File: src/rtl/lapwm_pkg.sv
// Shared types for the left-aligned PWM.
// Assumes a single write port that selects one of two staged registers.
package lapwm_pkg;
    typedef enum logic {
        SEL_CMP = 1'b0,
        SEL_PER = 1'b1
    } lapwm_sel_e;
endpackage

File: src/rtl/lapwm_counter.sv
// Period counter: counts 0..per_act while enabled and flags the terminal count.
// Assumes per_act changes only on the edge that ends a terminal-count cycle.
module lapwm_counter #(
    parameter int W = 8
) (
    input  logic         clk,
    input  logic         rst_n,
    input  logic         en,
    input  logic [W-1:0] per_act,
    output logic [W-1:0] cnt,
    output logic         tc
);
    // terminal count: last cycle of the period
    assign tc = en && (cnt == per_act);

    // count up, wrap at terminal count, hold at zero while disabled
    always_ff @(posedge clk) begin
        if (!rst_n) begin
            cnt <= '0;
        end else if (!en || tc) begin
            cnt <= '0;
        end else begin
            cnt <= cnt + 1'b1;
        end
    end
endmodule

File: src/rtl/lapwm_regs.sv
// Active and staged compare/period registers with exchange on terminal count.
// Assumes wr_valid is a single-cycle strobe; a write coinciding with tc lands after the exchange.
module lapwm_regs #(
    parameter int W = 8
) (
    input  logic         clk,
    input  logic         rst_n,
    input  logic         tc,
    input  logic         swap_en,
    input  logic         wr_valid,
    input  logic         wr_sel,
    input  logic [W-1:0] wr_data,
    output logic [W-1:0] cmp_act,
    output logic [W-1:0] cmp_buf,
    output logic [W-1:0] per_act,
    output logic [W-1:0] per_buf
);
    import lapwm_pkg::*;

    lapwm_sel_e sel;
    logic       wr_cmp;
    logic       wr_per;
    logic       do_swap;

    assign sel     = lapwm_sel_e'(wr_sel);
    assign wr_cmp  = wr_valid && (sel == SEL_CMP);
    assign wr_per  = wr_valid && (sel == SEL_PER);
    assign do_swap = tc && swap_en;

    // staged period: loaded by software writes only
    always_ff @(posedge clk) begin
        if (!rst_n)      per_buf <= '0;
        else if (wr_per) per_buf <= wr_data;
    end

    // active period: promoted at every terminal count
    always_ff @(posedge clk) begin
        if (!rst_n)  per_act <= '0;
        else if (tc) per_act <= per_buf;
    end

    // active compare: takes the staged value on a swapping terminal count
    always_ff @(posedge clk) begin
        if (!rst_n)       cmp_act <= '0;
        else if (do_swap) cmp_act <= cmp_buf;
    end

    // staged compare: a write wins over the exchange path
    always_ff @(posedge clk) begin
        if (!rst_n)       cmp_buf <= '0;
        else if (wr_cmp)  cmp_buf <= wr_data;
        else if (do_swap) cmp_buf <= cmp_act;
    end
endmodule

File: src/rtl/lapwm_output.sv
// Output decode: left-aligned level and compare-match pulse from the live count.
// Assumes cnt is held at zero while disabled; outputs are forced low when en is low.
module lapwm_output #(
    parameter int W = 8
) (
    input  logic         en,
    input  logic [W-1:0] cnt,
    input  logic [W-1:0] cmp_act,
    output logic         pwm_out,
    output logic         cmp_pulse
);
    // level is high from the start of the period until the compare point
    assign pwm_out   = en && (cnt < cmp_act);
    // single-cycle marker at the compare point
    assign cmp_pulse = en && (cnt == cmp_act);
endmodule

File: src/rtl/lapwm_top.sv
// Left-aligned PWM top: counter, staged registers with exchange, output decode.
// Assumes a synchronous active-low reset and software writes through wr_* only.
module lapwm_top #(
    parameter int W = 8
) (
    input  logic         clk,
    input  logic         rst_n,
    input  logic         en,
    input  logic         swap_en,
    input  logic         wr_valid,
    input  logic         wr_sel,
    input  logic [W-1:0] wr_data,
    output logic         pwm_out,
    output logic         tc_pulse,
    output logic         cmp_pulse
);
    logic [W-1:0] cnt;
    logic [W-1:0] cmp_act;
    logic [W-1:0] cmp_buf;
    logic [W-1:0] per_act;
    logic [W-1:0] per_buf;
    logic         tc;

    lapwm_counter #(.W(W)) u_counter (
        .clk     (clk),
        .rst_n   (rst_n),
        .en      (en),
        .per_act (per_act),
        .cnt     (cnt),
        .tc      (tc)
    );

    lapwm_regs #(.W(W)) u_regs (
        .clk      (clk),
        .rst_n    (rst_n),
        .tc       (tc),
        .swap_en  (swap_en),
        .wr_valid (wr_valid),
        .wr_sel   (wr_sel),
        .wr_data  (wr_data),
        .cmp_act  (cmp_act),
        .cmp_buf  (cmp_buf),
        .per_act  (per_act),
        .per_buf  (per_buf)
    );

    lapwm_output #(.W(W)) u_output (
        .en        (en),
        .cnt       (cnt),
        .cmp_act   (cmp_act),
        .pwm_out   (pwm_out),
        .cmp_pulse (cmp_pulse)
    );

    assign tc_pulse = tc;
endmodule

File: config.mk
export PLATFORM = sky130hd
export DESIGN_NAME = lapwm_top
export DESIGN_NICKNAME = d
export VERILOG_FILES = /design/src/rtl/lapwm_pkg.sv /design/src/rtl/lapwm_counter.sv /design/src/rtl/lapwm_regs.sv /design/src/rtl/lapwm_output.sv /design/src/rtl/lapwm_top.sv
export SDC_FILE = /design/constraint.sdc
export NUM_CORES = 1
export LEC_CHECK = 0
export ABC_CLOCK_PERIOD_IN_PS = 4000
export BUFFER_PORTS_ARGS = -buffer_cell sky130_fd_sc_hd__buf_2
export CAP_MARGIN = 25
export CORE_MARGIN = 4
export CORE_UTILIZATION = 60
export DETAILED_ROUTE_END_ITERATION = 8
export PLACE_DENSITY = 0.8
export SLEW_MARGIN = 20
export SYNTH_ARGS = -nofsm -noshare
export SYNTH_HDL_FRONTEND = slang
export SYNTH_HIERARCHICAL = 1
export SYNTH_SLANG_ARGS = --single-unit
File: constraint.sdc
create_clock -name clk -period 4 [get_ports clk]
set_clock_uncertainty 0.15 [all_clocks]
set_input_delay 0.2 -clock clk [delete_from_list [all_inputs] [get_ports clk]]
set_output_delay 0.2 -clock clk [all_outputs]
set_load 0.01 [all_outputs]
==> results of run 1 <==
==> per-stage QoR <==
stage / setup slack (ns) / power, mW / hold WS (ns)
after global routing: 0.912 / 0.849 / 0.00272
after CTS: 1.13 / 0.818 / 0.0115
after global placement: 1.28 / 0.549 / 0.301
after floorplan: 1.81 / 0.525 / 0.197
final: 1.12 / 0.808 / 0.0354
after detailed placement: 1.27 / 0.552 / 0.308
==> sequential cells by signal (all words and copies together) (netlist names) <==
name and count:
u_regs/per_act 8, u_regs/cmp_buf 8, u_counter/cnt 8, u_regs/cmp_act 8, u_regs/per_buf 8
==> timing repair <==
action                    4_1_cts  5_1_grt
hold endpoints to repair        8        0
buffers inserted                0        0
hold buffers                    8        0
==> power by group through the flow <==
| stage | clock, mW | sequential (mW) | combinational [mW] |
|---|---|---|---|
| 6_report | 0.259 | 0.423 | 0.126 |
| 3_5_place_dp | 0 | 0.433 | 0.119 |
| 2_1_floorplan | 0 | 0.428 | 0.0962 |
| 5_1_grt | 0.283 | 0.425 | 0.140 |
| 4_1_cts | 0.269 | 0.424 | 0.125 |
| 3_3_place_gp | 0 | 0.432 | 0.118 |
==> path summary, 6_finish.rpt <==
kind	startpoint	to	slack, ns	cells after the start
setup reg to reg	u_counter/cnt[2]$_SDFF_PP0_	u_regs/per_act[3]$_SDFFE_PN0P_	1.21	6
hold reg to reg	u_regs/cmp_buf[7]$_SDFFE_PN0P_	u_regs/cmp_act[7]$_SDFFE_PN0P_	0.32	2
setup / recovery	u_counter/cnt[2]$_SDFF_PP0_	tc_pulse	1.12	4
hold / removal	rst_n	u_regs/cmp_buf[1]$_SDFFE_PN0P_	0.04	2
==> final cells by class <==
cell class | instances | area [sq um] | area share
Clock inverter | 2 | 35.0 | 0.0151
Sequential cell | 40 | 801 | 0.345
Clock buffer | 6 | 41.3 | 0.0178
Tap cell | 46 | 57.6 | 0.0248
Timing Repair Buffer | 26 | 175 | 0.0754
Inverter | 11 | 41.3 | 0.0178
Multi-Input combinational cell | 153 | 1170 | 0.505
==> worst reg2reg max path, stage by stage, from the launching register on <==
cell and delay [ns]:
dfxtp_1 0.53, xor2_2 0.14, nor4_4 0.48, and3_1 0.77, buf_4 0.33, mux2i_1 0.21
nor2_1 0.05
==> kinds of logic (layout without fill, tap and decap cells) <==
logic type               Yosys count  in the layout  synth area share
AO/OA/AOI/OAI                     64             64             0.237
AND/OR/NAND/NOR                   61             61             0.177
flip-flops                        40             40             0.379
buffers and inverters             27             45            0.0669
XOR/XNOR                          11             11            0.0491
adder cells (fa/ha/maj)            9              9            0.0533
multiplexers                       8              8            0.0379
==> layer usage <==
layer  wire, um  global-route usage  part of all wire
met4         65              0.0785             0.015
met1       2070               0.311              0.48
met3        115              0.0599             0.027
met2       2020               0.346              0.47
met5          0                   0                 0
==> cell usage in the layout (no fill, tap or decap) <==
cell type      synthesis  layout
dfxtp_1               40      40
nand3_1               19      19
a21oi_1               19      19
buf_2                 11      16
a21bo_2               14      14
inv_1                 11      11
xor2_1                 9       9
and3_1                 9       9
ha_1                   9       9
nor2_1                 9       9
dlygate4sd3_1          0       8
mux2i_1                8       8
or3b_1                 8       8
o311a_1                8       8
a21boi_0               6       6
clkbuf_4               0       5
a211oi_1               5       5
nand2_1                4       4
o21ai_0                3       3
or3_1                  3       3
a221oi_1               3       3
nand4_1                3       3
nor4_4                 2       2
nor2b_1                2       2
a21bo_1                2       2
a21boi_1               2       2
buf_4                  1       2
clkinv_2               0       1
clkbuf_1               0       1
bufinv_16              0       1
xor2_2                 1       1
xnor2_1                1       1
nand2b_1               1       1
o211ai_2               1       1
a2111oi_2              1       1
nor3_1                 1       1
==> metrics.yaml, run 1 <==
synth_largest_area_cell: "dfxtp_1"
final_antenna_net_count: 0
power_leakage_nw: 0.996
stdcell_count: 284
synth_commonest_cells: "dfxtp_1 (40), a21oi_1 (19), nand3_1 (19)"
ys_top_cells_by_area: "dfxtp_1 (38%), a21bo_2 (6.6%), ha_1 (5.3%)"
power_frac_comb: 0.156
syn_to_final_growth_pct: 9.88
place_hpwl_um: 2950
track_usage: 0.227
die_area_sq_um: 4540
drt_first_pass_iters: 5
grt_pass1_vias: 1581
antenna_found_initial: 0
clk_pin_slew_ns: 0.11
grt.overflow.total: 0
syn_nets: 243
cp_data_arrival_time_ns: 2.53
intPower_uw: 599
place_area_sq_um: 2170
slew_viol_final: 0
cellPowerDensity_nw_per_um2: 348
wl_um: 4280
tns_ns: 0
cp-end-kind: "output port"
synth_area_sq_um: 2110
dp_cells: 268
pin_count: 17
core-area_sq_um: 3360
timing.final.crit_share: 0.719
worst_setup_path_start_kind: "flop"
p_seq_frac: 0.524
netSwitchingPower_uw: 209
crit_chain: "xor2_2 -> nor4_4 -> and3_1 -> buf_2"
cts.htree.levels: 2
synth_top_area_share: 0.379
ys_warn_count: 6
max_cap_violations: 0
cp_slowest_cell: "and3_1"
clock_sinks: 40
status: "completed"
hold_viol_final: 0
power_frac_clock: 0.320
max_stage_delay_ns: 0.77
fin_area_sq_um: 2320
max-vdd-ir-drop_uv: 261
layout-drive-gt1-share: 0.185
async_flop_share: 0
critPathTopFamily: "simple AND/OR/NAND/NOR gates"
synth_edf_count: 0
post-route-drc-count: 0
synth.most_common_cell: "dfxtp_1"
period_minus_slack_ns: 2.88
postLayoutCoreUtil: 0.691
synthCells: 220
relSlewSlack: 0.458
grt_pass1_wl_um: 7650
port-buffer-count: 16
crit_type: "flop to output port"
cts-buffers-inserted: 5
ys.flop_type: "dfxtp_1"
n_antenna_cell: 0
root_buffer: "clkbuf_4"
avgViaCountPerCell: 5.68
cts_resized: 0
routedWlPerCell_um: 15.1
ys_seq_area_frac: 0.379
place_congestion: 0.811
clock.fmax_mhz: 347
final_nets: 260
clockBufferDepth: 2
vias: 1612
drt_iter0_drc: 120
path_buf_inv: 1
finalSetupViolCount: 0
start_util: 0.629
ys_seq_elements: 40
min_path_type: "primary input to flop"
worstSkewPairLatency_ns: 0.35
rsz0062_at_grt: "false"
grt_max_degree: 33
cts_tree: "built"
cp_max_fo: 28
switching_share: 0.259
rows: 21
synth_area_per_cell_sq_um: 9.61
die_y_um: 67.4
synth.distinct_cells: 33
n_fill_cell: 309
worstPathRequired_ns: 3.65
dieWidth_um: 67.4
tightestPinTransition_ns: 0.814
(Power assumes the default switching activity.)
==> run 2, diff against run 1 <==
--- a/config.mk
+++ b/config.mk
@@ -5,13 +5,14 @@
 export SDC_FILE = /design/constraint.sdc
 export NUM_CORES = 1
 export LEC_CHECK = 0
-export ABC_CLOCK_PERIOD_IN_PS = 4000
+export ABC_AREA = 1
+export ABC_CLOCK_PERIOD_IN_PS = 2820
 export BUFFER_PORTS_ARGS = -buffer_cell sky130_fd_sc_hd__buf_2
 export CAP_MARGIN = 25
 export CORE_MARGIN = 4
-export CORE_UTILIZATION = 60
+export CORE_UTILIZATION = 59
 export DETAILED_ROUTE_END_ITERATION = 8
-export PLACE_DENSITY = 0.8
+export PLACE_DENSITY = 0.79
 export SLEW_MARGIN = 20
 export SYNTH_ARGS = -nofsm -noshare
 export SYNTH_HDL_FRONTEND = slang
==> constraint.sdc (replaced) <==
create_clock -name clk -period 2.82 [get_ports clk]
set_clock_uncertainty 0.15 [all_clocks]
set_input_delay 0.141 -clock clk [delete_from_list [all_inputs] [get_ports clk]]
set_output_delay 0.141 -clock clk [all_outputs]
set_load 0.01 [all_outputs]
==> metrics.yaml, run 2 <==
final_nets: 322  # +24%
regArea_sq_um: 801  # unchanged
status: "completed"
synth_area_sq_um: 2030  # -3.8%
ys_seq_area_frac: 0.394  # +0.0151
synthCells: 275  # +25%
reg2reg_depth: 10  # +4
clock_sinks: 40  # unchanged
drt_iter0_drc: 103  # -14%
cts_resized: 0  # unchanged
holdPathStages: 4  # +2
track_usage: 0.211  # -0.0164
ys_seq_elements: 40  # unchanged
syn_nets: 298  # +23%
final_cell_mix: "inv_1 (46), nand2_1 (41), dfxtp_1 (40), nor2_1 (28), o21ai_0 (20)"
worstSkewPairLatency_ns: 0.35  # about the same
cts_setup_buffers: 0  # unchanged
synth_edf_count: 0  # unchanged
tns_ns: 0  # unchanged
post-route-drc-count: 0  # unchanged
syn_to_final_growth_pct: 12.2
cp_max_fo: 11  # -61%
cts_hold_buf: 8  # unchanged
max-vdd-ir-drop_uv: 436  # +67%
worst_setup_path_start_kind: "flop"
ys.flop_type: "dfxtp_1"
die_area_sq_um: 4450  # -1.9%
power_leakage_nw: 1.06  # +6.6%
hp-start: "wr_sel"
synth.most_common_cell: "inv_1"
avgViaCountPerCell: 5.05  # -11%
rr_startpoint: "u_counter/cnt[2]$_SDFF_PP0_"
synth_area_per_cell_sq_um: 7.39  # -23%
grt_pass1_wl_um: 7080  # -7.5%
cts-buffers-inserted: 5  # unchanged
drt_first_pass_iters: 4  # -1
min_to: "u_regs/cmp_buf[5]$_SDFFE_PN0P_"
clock.fmax_mhz: 501
root_buffer: "clkbuf_4"
final_antenna_net_count: 0  # unchanged
cp-end-kind: "output port"
period_minus_slack_ns: 1.99
n_fill_cell: 301  # -2.6%
antenna_found_initial: 0  # unchanged
worstPathRequired_ns: 2.53  # -1.12 ns
clockBufferDepth: 2  # unchanged
cts.htree.levels: 2  # unchanged
grt.overflow.total: 0  # unchanged
ys_top_cells_by_area: "dfxtp_1 (39%), inv_1 (8.5%), nand2_1 (7.6%)"
timing.final.crit_share: 0.707
die_y_um: 66.7  # -0.98%
r2r_slack_ns: 0.85  # -0.36 ns
pin_count: 17  # unchanged
synth_commonest_cells: "inv_1 (46), nand2_1 (41), dfxtp_1 (40)"
grt_pass1_vias: 1565  # -1.0%
place_hpwl_um: 3000  # +1.7%
multiInputGateArea_sq_um: 978  # -17%
hold_viol_final: 0  # unchanged
cts_tree: "built"
max_cap_violations: 0  # unchanged
n_antenna_cell: 0  # unchanged
start_util: 0.609  # -0.0194
rsz0062_at_grt: "false"
wl_um: 4200  # -1.8%
cp_data_arrival_time_ns: 1.70  # -0.83 ns
finalSetupViolCount: 0  # unchanged
place_congestion: 0.836  # +3.2%
mostFrequentLayoutCell: "inv_1"
place_area_sq_um: 2110  # -2.6%
dieWidth_um: 66.7  # -0.98%
fin_area_sq_um: 2280  # -1.8%
synth_top_area_share: 0.394  # +0.0151
port-buffer-count: 16  # unchanged
clk_pin_slew_ns: 0.12  # about the same
relSlewSlack: 0.653  # +0.195
crit_type: "flop to output port"
fin_total_pwr_mw: 1.77  # +120%
synth.distinct_cells: 26  # -21%
layout-drive-gt1-share: 0.173  # -0.0115
tightestPinTransition_ns: 0.521  # -0.293 ns
core-area_sq_um: 3340  # -0.78%
routedWlPerCell_um: 12.1  # -19%
whs_ns: 0.0980  # +0.0626 ns
worstReg2RegEnd: "u_regs/cmp_act[3]$_SDFFE_PN0P_"
ys_warn_count: 6  # unchanged
slew_viol_final: 0  # unchanged
async_flop_share: 0  # unchanged
rows: 21  # unchanged
min_path_type: "primary input to flop"
vias: 1747  # +8.4%
synth_largest_area_cell: "dfxtp_1"
cellPowerDensity_nw_per_um2: 777  # +120%
grt_max_degree: 34  # +3.0%
postLayoutCoreUtil: 0.684  # -0.00731
-- run 2: area by class of cell --
type                            instances  share of cell area
Inverter                               49              0.0817
Timing Repair Buffer                   25              0.0735
Clock inverter                          2              0.0170
Multi-Input combinational cell        178               0.429
Tap cell                               46              0.0252
Sequential cell                        40               0.351
Clock buffer                            6              0.0225
-- run 2: through the flow --
step,setup slack [ns],instances
6_report,0.825,346
5_1_grt,0.592,346
4_1_cts,0.812,346
3_5_place_dp,0.879,330
3_3_place_gp,0.927,330
2_1_floorplan,0.937,275
-- run 2: worst max-delay path, cell delays in order, from the launching register on --
cell     delay [ns]
dfxtp_1        0.51
xnor2_1        0.16
nand2_1        0.07
nor2_1         0.11
nand2_2        0.08
nor2_1         0.10
buf_4          0.18
buf_2          0.15
-- run 2: how the worst max path moves through the flow --
stage | from | end | slack [ns] | cells after the start
after CTS | u_counter/cnt[2]$_SDFF_PP0_ | tc_pulse | 0.81 | 7
final | u_counter/cnt[2]$_SDFF_PP0_ | tc_pulse | 0.83 | 7
after detailed placement | u_counter/cnt[2]$_SDFF_PP0_ | u_regs/cmp_act[0]$_SDFFE_PN0P_ | 0.88 | 10
after floorplan | u_counter/cnt[2]$_SDFF_PP0_ | u_regs/cmp_buf[0]$_SDFFE_PN0P_ | 0.94 | 10
after global routing | u_counter/cnt[0]$_SDFF_PP0_ | u_regs/cmp_act[1]$_SDFFE_PN0P_ | 0.59 | 11
after global placement | u_counter/cnt[2]$_SDFF_PP0_ | u_regs/cmp_act[7]$_SDFFE_PN0P_ | 0.93 | 10
-- run 2: cell families after synthesis --
kind of cell	share of synthesized area
simple gates	0.282
xor+xnor	0.0345
flops	0.394
buf+inv	0.125
compound gates	0.109
fa+ha+maj	0.0554
-- run 2: layer usage --
metal / vias to the layer above / global-route usage / share of wire
met5: - / 0 / 0
met3: 5 / 0.0540 / 0.051
met1: 787 / 0.277 / 0.46
met2: 47 / 0.339 / 0.47
met4: 0 / 0.0635 / 0.011
li1: 908 / - / -
-- run 2: power breakdown --
part	total (mW)	switching [mW]	internal [mW]
Combinational	0.612	0.377	0.235
Sequential	0.758	0.0813	0.677
Clock	0.402	0.190	0.212
